File: src/rtl/nvc_pkg.sv
package nvc_pkg;

    typedef enum logic {
        BAT_ONE = 1'b0,
        BAT_TWO = 1'b1
    } bat_e;

    typedef struct packed {
        logic hi_ok;
        logic lo_ok;
        logic above_bat;
    } supply_t;

    typedef struct packed {
        logic b1_low;
        logic b2_low;
        logic b2_gnd;
        logic b1_gt_b2;
    } battery_t;

    // Pick the trip flag selected by the tolerance input.
    function automatic logic pick_good(input logic tol, input supply_t s);
        return tol ? s.lo_ok : s.hi_ok;
    endfunction

endpackage

File: src/rtl/nvc_power_gate.sv
module nvc_power_gate
    import nvc_pkg::*;
(
    input  logic    clk,
    input  logic    rst,
    input  logic    ce_n_in,
    input  logic    tol_sel,
    input  supply_t sup,
    output logic    pwr_good,
    output logic    pu_edge,
    output logic    seal,
    output logic    pass_ok
);

    logic pg_prev_q;
    logic hold_q;
    logic seal_q;

    assign pwr_good = pick_good(tol_sel, sup);
    assign pu_edge  = pwr_good & ~pg_prev_q;
    assign seal     = seal_q;
    // An access running since the last edge may finish after power drops.
    assign pass_ok  = pwr_good | (hold_q & ~ce_n_in);

    always_ff @(posedge clk) begin
        if (rst) begin
            pg_prev_q <= 1'b0;
            hold_q    <= 1'b0;
            seal_q    <= 1'b1;
        end else begin
            pg_prev_q <= pwr_good;
            hold_q    <= ~ce_n_in & (pwr_good | hold_q);
            if (pu_edge) begin
                seal_q <= 1'b0;
            end
        end
    end

    // once released, the shipping state never returns without reset
    p_seal_stays_open_r8: assert property (@(posedge clk) disable iff (rst)
        !seal_q |=> !seal_q);

    // the in-flight hold drops once the host releases the enable
    p_hold_release_r4: assert property (@(posedge clk) disable iff (rst)
        (hold_q && ce_n_in) |=> !hold_q);

endmodule

File: src/rtl/nvc_battery_sel.sv
module nvc_battery_sel
    import nvc_pkg::*;
(
    input  battery_t bat,
    output bat_e     sel,
    output logic     in_use_low
);

    always_comb begin
        sel = (bat.b1_gt_b2 || bat.b2_gnd) ? BAT_ONE : BAT_TWO;
        case (sel)
            BAT_ONE: in_use_low = bat.b1_low;
            default: in_use_low = bat.b2_low;
        endcase
    end

    // a grounded second battery cannot raise the warning on its own
    always_comb begin
        if (bat.b2_gnd && !bat.b1_low) begin
            p_gnd_quiet_r6: assert (!in_use_low);
        end
    end

endmodule

File: src/rtl/nvc_cycle_guard.sv
module nvc_cycle_guard #(
    parameter int CNT_W     = 2,
    parameter int BLOCK_IDX = 2
) (
    input  logic clk,
    input  logic rst,
    input  logic ce_n_in,
    input  logic pu_edge,
    input  logic bat_low,
    output logic block
);

    localparam logic [CNT_W-1:0] CNT_MAX = {CNT_W{1'b1}};
    localparam logic [CNT_W-1:0] BLK     = CNT_W'(BLOCK_IDX);

    logic             ce_prev_q;
    logic [CNT_W-1:0] idx_q;
    logic             low_q;
    logic             fall;
    logic [CNT_W-1:0] idx_inc;
    logic [CNT_W-1:0] cur_idx;

    assign fall    = ce_prev_q & ~ce_n_in;
    assign idx_inc = (idx_q == CNT_MAX) ? idx_q : idx_q + 1'b1;
    assign cur_idx = fall ? idx_inc : idx_q;
    assign block   = low_q & ~ce_n_in & (cur_idx == BLK);

    always_ff @(posedge clk) begin
        if (rst) begin
            ce_prev_q <= 1'b1;
            idx_q     <= '0;
            low_q     <= 1'b0;
        end else begin
            ce_prev_q <= ce_n_in;
            if (pu_edge) begin
                idx_q <= '0;
                low_q <= bat_low;
            end else if (fall) begin
                idx_q <= idx_inc;
            end
        end
    end

    // each power-up restarts the cycle count
    p_count_clear_r7: assert property (@(posedge clk) disable iff (rst)
        pu_edge |=> (idx_q == '0));

    // the weak-battery verdict only changes on a power-up
    p_low_stable_r7: assert property (@(posedge clk) disable iff (rst)
        !pu_edge |=> $stable(low_q));

endmodule

File: src/rtl/nvram_ce_guard.sv
module nvram_ce_guard
    import nvc_pkg::*;
#(
    parameter int CNT_W     = 2,
    parameter int BLOCK_IDX = 2
) (
    input  logic clk,
    input  logic rst,
    input  logic ce_n_in,
    input  logic sup_hi_ok,
    input  logic sup_lo_ok,
    input  logic tol_sel,
    input  logic bat1_low,
    input  logic bat2_low,
    input  logic bat2_gnd,
    input  logic bat1_gt_bat2,
    input  logic sup_above_bat,
    output logic ce_n_out,
    output logic backup_on,
    output logic bat_sel,
    output logic bat_warn
);

    supply_t  sup;
    battery_t bat;
    bat_e     sel;
    logic     pwr_good;
    logic     pu_edge;
    logic     seal;
    logic     pass_ok;
    logic     in_use_low;
    logic     block2;

    assign sup = '{hi_ok: sup_hi_ok, lo_ok: sup_lo_ok, above_bat: sup_above_bat};
    assign bat = '{b1_low: bat1_low, b2_low: bat2_low, b2_gnd: bat2_gnd,
                   b1_gt_b2: bat1_gt_bat2};

    nvc_power_gate u_pwr (
        .clk      (clk),
        .rst      (rst),
        .ce_n_in  (ce_n_in),
        .tol_sel  (tol_sel),
        .sup      (sup),
        .pwr_good (pwr_good),
        .pu_edge  (pu_edge),
        .seal     (seal),
        .pass_ok  (pass_ok)
    );

    nvc_battery_sel u_bat (
        .bat        (bat),
        .sel        (sel),
        .in_use_low (in_use_low)
    );

    nvc_cycle_guard #(
        .CNT_W     (CNT_W),
        .BLOCK_IDX (BLOCK_IDX)
    ) u_cyc (
        .clk     (clk),
        .rst     (rst),
        .ce_n_in (ce_n_in),
        .pu_edge (pu_edge),
        .bat_low (in_use_low),
        .block   (block2)
    );

    assign backup_on = ~seal & ~sup.above_bat;
    assign bat_sel   = sel;
    assign bat_warn  = in_use_low;

    always_comb begin
        if (seal) begin
            ce_n_out = 1'b0;
        end else if (backup_on || !pass_ok || block2) begin
            ce_n_out = 1'b1;
        end else begin
            ce_n_out = ce_n_in;
        end
    end

    // a failed supply with the host idle at the last edge blocks access
    p_fail_idle_r3: assert property (@(posedge clk) disable iff (rst)
        (!seal && !pwr_good && $past(!pwr_good) && $past(ce_n_in)) |-> ce_n_out);

    // no access reaches the RAM during backup
    p_backup_high_r9: assert property (@(posedge clk) disable iff (rst)
        backup_on |-> ce_n_out);

endmodule

File: config.mk
export PLATFORM = sky130hd
export DESIGN_NAME = nvram_ce_guard
export DESIGN_NICKNAME = d
export VERILOG_FILES = /design/src/rtl/nvc_pkg.sv /design/src/rtl/nvc_power_gate.sv /design/src/rtl/nvc_battery_sel.sv /design/src/rtl/nvc_cycle_guard.sv /design/src/rtl/nvram_ce_guard.sv
export SDC_FILE = /design/constraint.sdc
export NUM_CORES = 1
export LEC_CHECK = 0
export ABC_CLOCK_PERIOD_IN_PS = 1900
export CORE_AREA = 2 2 39 41
export CTS_CLUSTER_DIAMETER = 150
export DETAILED_ROUTE_END_ITERATION = 12
export DIE_AREA = 0 0 41 43
export SKIP_LAST_GASP = 1
export SLEW_MARGIN = 30
export SYNTH_ARGS = -nofsm -noshare
export SYNTH_HDL_FRONTEND = slang
export SYNTH_SLANG_ARGS = --single-unit
File: constraint.sdc
create_clock -name clk -period 1.9 [get_ports clk]
set_clock_uncertainty 0.2 [all_clocks]
set_input_delay 0.475 -clock clk [delete_from_list [all_inputs] [get_ports clk]]
set_output_delay 0.475 -clock clk [all_outputs]
set_load 0.005 [all_outputs]
## Word level (Yosys, flattened, before mapping)

Index checks and enable logic that the tools add are counted.

- Eq/ne operators: 2
- Muxes and demuxes: 7
- Reductions and logical operators: 5
- Add/sub/neg operators: 1
- Bitwise logic cells: 13

Operators by type and width:

| operator | count |
|---|---|
| AND 1 bit | 7 |
| 2-to-1 mux 1 bit | 5 |
| == test 2 bit, second input constant | 2 |
| 2-to-1 mux 2 bit | 2 |
| inverter 1 bit | 4 |
| logical OR 1 bit | 3 |
| adder 2 x 1 -> 2 bit, second input constant | 1 |
| bitwise OR 1 bit | 2 |
| OR reduction 2 bit | 1 |
| logical NOT 1 bit | 1 |

- Logic and storage cells: 34
- Output and inout port bits: 4
- Register bits: 7

## Longest topological paths before layout

- Depth in word-level cells: 8
- Depth in mapped cells: 3
- Depth with buffers taken out: 3

## Hierarchy

From an unflattened synthesis, not the netlist that was laid out.

- Cells, all modules: 36
- Area total of the unflattened synthesis: 336.6 um^2

Modules (own cells, without submodules):

| module | cells an instance | area each (um^2) | instances |
|---|---|---|---|
| nvc_cycle_guard | 18 | 183.9 | 1 |
| nvc_power_gate | 13 | 117.6 | 1 |
| nvc_battery_sel | 2 | 21.3 | 1 |
| nvram_ce_guard | 3 | 13.8 | 1 |

## Least setup slack after synthesis

Ideal clock, no wire load.

- Kind: input port to output port
- Start: in ce_n_in
- End: out ce_n_out
- Buffers on the path: 0
- Setup slack: 139 ps
- Data arrival time: 1086 ps
- Stages on the path: 3
- Cells stage by stage: nor4bb_1 o21ba_2 o22ai_1

- Cells in the longest elaborated chain, start to end: 8
- Elaborated cells between the ends (all ways): 13
- Classes of those cells: 1 x eq/ne; 3 x mux; 6 x bitwise; 3 x reduce/logical

Ends and longest elaborated chain:

| item | RTL line | text |
|---|---|---|
| start, declared | nvram_ce_guard.sv:9 | `input logic ce_n_in,` |
| inverter 1 bit | nvc_power_gate.sv:23, nvc_cycle_guard.sv:23, nvc_cycle_guard.sv:26 |  |
| AND 1 bit (on tied branches) | nvc_cycle_guard.sv:23, nvc_power_gate.sv:23 |  |
| 2-to-1 mux 2 bit or bitwise OR 1 bit (tied branches) | n/a |  |
| == test 2 bit or logical NOT 1 bit (tied branches) | nvc_cycle_guard.sv:26, nvram_ce_guard.sv:75 |  |
| AND 1 bit or logical OR 1 bit (tied branches) | nvc_cycle_guard.sv:26, nvram_ce_guard.sv:75 |  |
| logical OR 1 bit | nvram_ce_guard.sv:75 | `end else if (backup_on \|\| !pass_ok \|\| block2) begin` |
| 2-to-1 mux 1 bit (*) | nvram_ce_guard.sv:75 |  |
| 2-to-1 mux 1 bit (*) | nvram_ce_guard.sv:73 | `if (seal) begin` |
| end, declared | nvram_ce_guard.sv:18 | `output logic ce_n_out,` |

Mark *: on every way between the ends. The rest lies on a longest branch, timed or not.

## Worst setup path after layout

- Start: reg u_cyc.idx_q[0]
- End: out ce_n_out

- Cells in the longest elaborated chain, start to end: 8
- Elaborated cells between the ends (all ways): 9
- Classes of those cells: 1 x add/sub; 2 x eq/ne; 4 x mux; 1 x bitwise; 1 x reduce/logical

Ends and longest elaborated chain:

| item | RTL line | text |
|---|---|---|
| start, declared | nvc_cycle_guard.sv:17 | `logic [CNT_W-1:0] idx_q;` |
| start signal, assigned | nvc_cycle_guard.sv:39 | `idx_q <= idx_inc;` |
| adder 2 x 1 -> 2 bit or == test 2 bit (tied branches) | nvc_cycle_guard.sv:24 | `assign idx_inc = (idx_q == CNT_MAX) ? idx_q : idx_q + 1'b1;` |
| 2-to-1 mux 2 bit | nvc_cycle_guard.sv:24 |  |
| 2-to-1 mux 2 bit (*) | n/a |  |
| == test 2 bit (*) | nvc_cycle_guard.sv:26 | `assign block = low_q & ~ce_n_in & (cur_idx == BLK);` |
| AND 1 bit (*) | nvc_cycle_guard.sv:26 |  |
| logical OR 1 bit (*) | nvram_ce_guard.sv:75 |  |
| 2-to-1 mux 1 bit (*) | nvram_ce_guard.sv:75 |  |
| 2-to-1 mux 1 bit (*) | nvram_ce_guard.sv:73 |  |

Marked as above.

==> report_table.html <==
<table>
<tr><th>Metric</th><th>Value</th></tr>
<tr><th colspan="2">Worst setup path</th></tr>
<tr><td>CP arrival</td><td>roughly 1.3 ns</td></tr>
<tr><td>Worst reg-to-reg setup slack</td><td>between 0.2 and 0.3 ns</td></tr>
<tr><td>Critical Path Fanout Max</td><td>2</td></tr>
<tr><td>Setup Crit Path Kind</td><td>register to primary output</td></tr>
<tr><td>Beginning of the critical path</td><td>u_cyc.idx_q[0]</td></tr>
<tr><td>Crit path capture type</td><td>primary output</td></tr>
<tr><td>Setup crit start kind</td><td>register</td></tr>
<tr><td>Origin of the critical flop-to-flop path</td><td>u_cyc.idx_q[0]</td></tr>
<tr><td>Endpoint required time on the critical path</td><td>1.22 ns</td></tr>
<tr><th colspan="2">Synth</th></tr>
<tr><td>Most numerous cell in the Yosys netlist</td><td>sky130_fd_sc_hd__dfxtp_1</td></tr>
<tr><td>Area fraction in compound gates after synthesis</td><td>roughly 17%</td></tr>
<tr><td>Number of instances in the synthesized netlist</td><td>33</td></tr>
<tr><td>Syn_area_per_cell</td><td>9.52 um^2</td></tr>
<tr><td>Number of distinct library cell variants in the gate-level netlist after synthesis</td><td>18</td></tr>
<tr><td>Xor and xnor fraction of the mapped netlist area</td><td>0%</td></tr>
<tr><td>Cell taking the most area after synthesis</td><td>sky130_fd_sc_hd__dfxtp_1</td></tr>
<tr><td>Largest family of logic cells by synthesized area</td><td>simple AND/OR/NAND/NOR gates</td></tr>
<tr><td>Leading cell types by count after synthesis</td><td>sky130_fd_sc_hd__dfxtp_1, sky130_fd_sc_hd__nor2_1, sky130_fd_sc_hd__a21oi_1, sky130_fd_sc_hd__nand2b_1, sky130_fd_sc_hd__inv_1</td></tr>
<tr><td>Cell Area, Synth</td><td>roughly 310 um^2</td></tr>
<tr><td>Fraction of synthesis flops using an asynchronous set or reset pin</td><td>0%</td></tr>
<tr><td>FF+latch count, synth</td><td>7</td></tr>
<tr><td>Post-Synth Simple-Gate Area</td><td>23.9%</td></tr>
<tr><td>Top FF cell, synth</td><td>sky130_fd_sc_hd__dfxtp_1</td></tr>
<tr><td>Area share of fa/ha/maj cells after synthesis</td><td>0%</td></tr>
<tr><td>Share of cell area taken by muxes after synthesis</td><td>12.0%</td></tr>
<tr><td>Count of flip-flops with a built-in enable after synthesis</td><td>0</td></tr>
<tr><td>Net count after synthesis</td><td>44</td></tr>
<tr><td>Largest cells by area after synthesis</td><td>sky130_fd_sc_hd__dfxtp_1, sky130_fd_sc_hd__mux2i_4, sky130_fd_sc_hd__nand2b_1</td></tr>
<tr><td>Synthesis Warnings</td><td>0</td></tr>
<tr><td>Sequential cell area fraction in the yosys report</td><td>between 40 and 50%</td></tr>
<tr><td>Area share of the leading cell type in the synthesized netlist</td><td>44.6%</td></tr>
<tr><th colspan="2">Die</th></tr>
<tr><td># rows</td><td>14</td></tr>
<tr><td>I/O pins</td><td>15</td></tr>
<tr><td>Floorplan Core Area</td><td>1380 um^2</td></tr>
<tr><td>Chip Width</td><td>41 um</td></tr>
<tr><td>Starting utilization of the core area</td><td>between 20% and 30%</td></tr>
<tr><td>Die area</td><td>1760 um^2</td></tr>
<tr><td>Die outline height</td><td>43 um</td></tr>
<tr><th colspan="2">Placement</th></tr>
<tr><td>Port Buf Inserts</td><td>14</td></tr>
<tr><td>Detail Placement HPWL</td><td>between 500 and 600 um</td></tr>
<tr><td>Routability cong.</td><td>0.676</td></tr>
<tr><td>Setup WS pre-CTS</td><td>-0.853 ns</td></tr>
<tr><th colspan="2">GRT</th></tr>
<tr><td>Number of antenna violations at the first check in global routing</td><td>0</td></tr>
<tr><td>Grt met3 use</td><td>7.85%</td></tr>
<tr><td>GRT Overall Usage</td><td>9.56%</td></tr>
<tr><td>Global-route track usage on met1</td><td>9.71%</td></tr>
<tr><td>First-pass GRT wire length</td><td>1.08 mm</td></tr>
<tr><td>Maximum number of pins on one net before global-route repair</td><td>7</td></tr>
<tr><td>GRT overflow</td><td>0</td></tr>
<tr><td>Global routing's busiest layer</td><td>met2</td></tr>
<tr><td>Global-route met2 utilization</td><td>between 10% and 20%</td></tr>
<tr><td>Vias in the first global route</td><td>slightly below 300</td></tr>
<tr><th colspan="2">Timing</th></tr>
<tr><td>Final max-slew violation count</td><td>0</td></tr>
<tr><td>Max-slew headroom</td><td>83.9%</td></tr>
<tr><td>Hold violation count in the final report</td><td>0</td></tr>
<tr><td>Upper clock frequency limit</td><td>513 MHz</td></tr>
<tr><td>Final worst hold slack</td><td>0.252 ns</td></tr>
<tr><td>Crit share post-route</td><td>103%</td></tr>
<tr><td>Actual slew at the worst max-slew pin</td><td>0.241 ns</td></tr>
<tr><td>Final setup slack of the worst path</td><td>-0.0500 ns</td></tr>
<tr><td>Final critical delay including setup and external delays</td><td>1.95 ns</td></tr>
<tr><td>Total of endpoints with negative setup slack in the final report</td><td>1</td></tr>
<tr><td>Unrepaired setup endpoints after global routing</td><td>true</td></tr>
<tr><th colspan="2">Run</th></tr>
<tr><td>MaxCap Viol Count</td><td>0</td></tr>
<tr><th colspan="2">Drt</th></tr>
<tr><td>Total via count after detailed routing</td><td>347</td></tr>
<tr><td>Count of nets left with antenna violations after detail routing</td><td>0</td></tr>
<tr><td>Number of violations reported at the end of detailed-routing iteration 0</td><td>9</td></tr>
<tr><td>Post-detailed-route DRC marker count</td><td>0</td></tr>
<tr><td>Post-DR vias/cell</td><td>4.34</td></tr>
<tr><td>Detailed-routing iteration count for the pre-antenna-repair pass</td><td>4</td></tr>
<tr><td>Total Routed Length</td><td>758 um</td></tr>
<tr><td>WL per Instance</td><td>9.48 um</td></tr>
<tr><th colspan="2">Clock network</th></tr>
<tr><td>Buffer depth of the longest clock path</td><td>2</td></tr>
<tr><td>TritonCTS clock tree</td><td>done</td></tr>
<tr><td>Clk slew on worst S/H paths</td><td>0.05 ns</td></tr>
<tr><td>CTS root buf</td><td>sky130_fd_sc_hd__clkbuf_4</td></tr>
<tr><td>Deepest level of the CTS H-tree</td><td>1</td></tr>
<tr><td>Clk Latency, worst-skew pair</td><td>roughly 0.25 ns</td></tr>
<tr><td># hold bufs at CTS</td><td>0</td></tr>
<tr><td>Number of buffers inserted during clock tree synthesis</td><td>3</td></tr>
<tr><td>Clock sinks</td><td>7</td></tr>
<tr><th colspan="2">Run status</th></tr>
<tr><td>Status</td><td>finished with violations</td></tr>
<tr><td>Violations in the final reports</td><td>setup timing</td></tr>
<tr><th colspan="2">Layout</th></tr>
<tr><td>Layout-stage area growth over the synthesis result</td><td>94.8%</td></tr>
<tr><td>Storage element area</td><td>144 um^2</td></tr>
<tr><td>Layout fillers</td><td>roughly 140</td></tr>
<tr><td>Fraction of layout instances using a drive strength above 1</td><td>50.0%</td></tr>
<tr><td>Net count reported at finish</td><td>76</td></tr>
<tr><td>Area of the multi-input gates</td><td>196 um^2</td></tr>
<tr><td>Antenna Diode Count</td><td>0</td></tr>
<tr><th colspan="2">Power and ir drop</th></tr>
<tr><td>Leakage power summed over all cells</td><td>approximately 0.28 nW</td></tr>
<tr><td>Total chip power</td><td>between 300 and 400 uW</td></tr>
<tr><td>Power density cells</td><td>625 nW/um^2</td></tr>
<tr><td>Maximum vdd drop</td><td>around 420 uV</td></tr>
<tr><th colspan="2">Worst hold path</th></tr>
<tr><td>Hold Crit Start</td><td>u_pwr.hold_q</td></tr>
<tr><td>Min-delay worst type</td><td>register to register</td></tr>
</table>
where the power goes:
group          internal, mW  switching (mW)
logic                0.0570          0.0298
registers             0.158         0.00627
clock network        0.0800          0.0520
total                 0.294          0.0881
repair_timing:
| item | 4_1_cts | 5_1_grt |
|---|---|---|
| gates resized for setup | 35 | 3 |
| endpoints found under the hold margin | 0 | 0 |
| setup buffers | 6 | 1 |
| pin swaps | 3 | 2 |
| endpoints found under the setup margin | 4 | 3 |
flip-flops by register name, summed over array words and instances, names as in the netlist:
signal / flops
u_cyc.ce_prev_q: 1
u_cyc.idx_q: 2
u_cyc.low_q: 1
u_pwr.hold_q: 1
u_pwr.pg_prev_q: 1
u_pwr.seal: 1
cell usage in the layout (no fill, tap or decap), drive strengths merged, types with 2 or more instances in the layout:
cell / netlist / routed
nand2b: 3 / 3
clkbuf: 0 / 5
dfxtp: 7 / 7
buf: 0 / 17
dlygate4sd2: 0 / 7
nor2: 5 / 5
inv: 2 / 2
a21oi: 3 / 3
per-layer routing:
metal  up-vias  wire length [um]
met3         0                78
met1       152               295
met4         0                 0
li1        181                 -
met5         -                 0
met2        14               384
through the flow:
step	cell area (um^2)	setup TNS (ns)	utilization (%)	cells
floorplan	314	0	-	33
global placement	527	-2.47	38.1	70
detailed placement	527	-2.52	38.1	70
CTS	602	-0.0609	43.5	79
global route	612	-0.132	44.2	80
finish	612	-0.0500	44.2	80
layout make-up:
type | count | area share [%]
well taps | 16 | 3.27
flip-flops and latches | 7 | 23.5
repair buffers | 27 | 35.6
inverters | 2 | 1.23
clock buffers | 4 | 4.29
multi-input cells | 24 | 32.1
cells by family (layout without fill, tap and decap cells):
family | after synthesis | count (layout)
flops | 7 | 7
simple gates | 14 | 14
compound gates | 8 | 8
buf+inv | 2 | 33
mux | 2 | 2
path summary, 6_finish.rpt:
path,endpoint,depth (start not counted)
max,ce_n_out,4
min,u_pwr.hold_q,2
max reg2reg,u_cyc.idx_q[0],7
min reg2reg,u_pwr.hold_q,2
critical path, stage by stage, from the launching register on:
cell and delay, ns:
sky130_fd_sc_hd__dfxtp_2 0.32, sky130_fd_sc_hd__nor4bb_4 0.31, sky130_fd_sc_hd__o21ba_4 0.20, sky130_fd_sc_hd__o22ai_2 0.07
sky130_fd_sc_hd__buf_2 0.13
(Power assumes the default switching activity.)
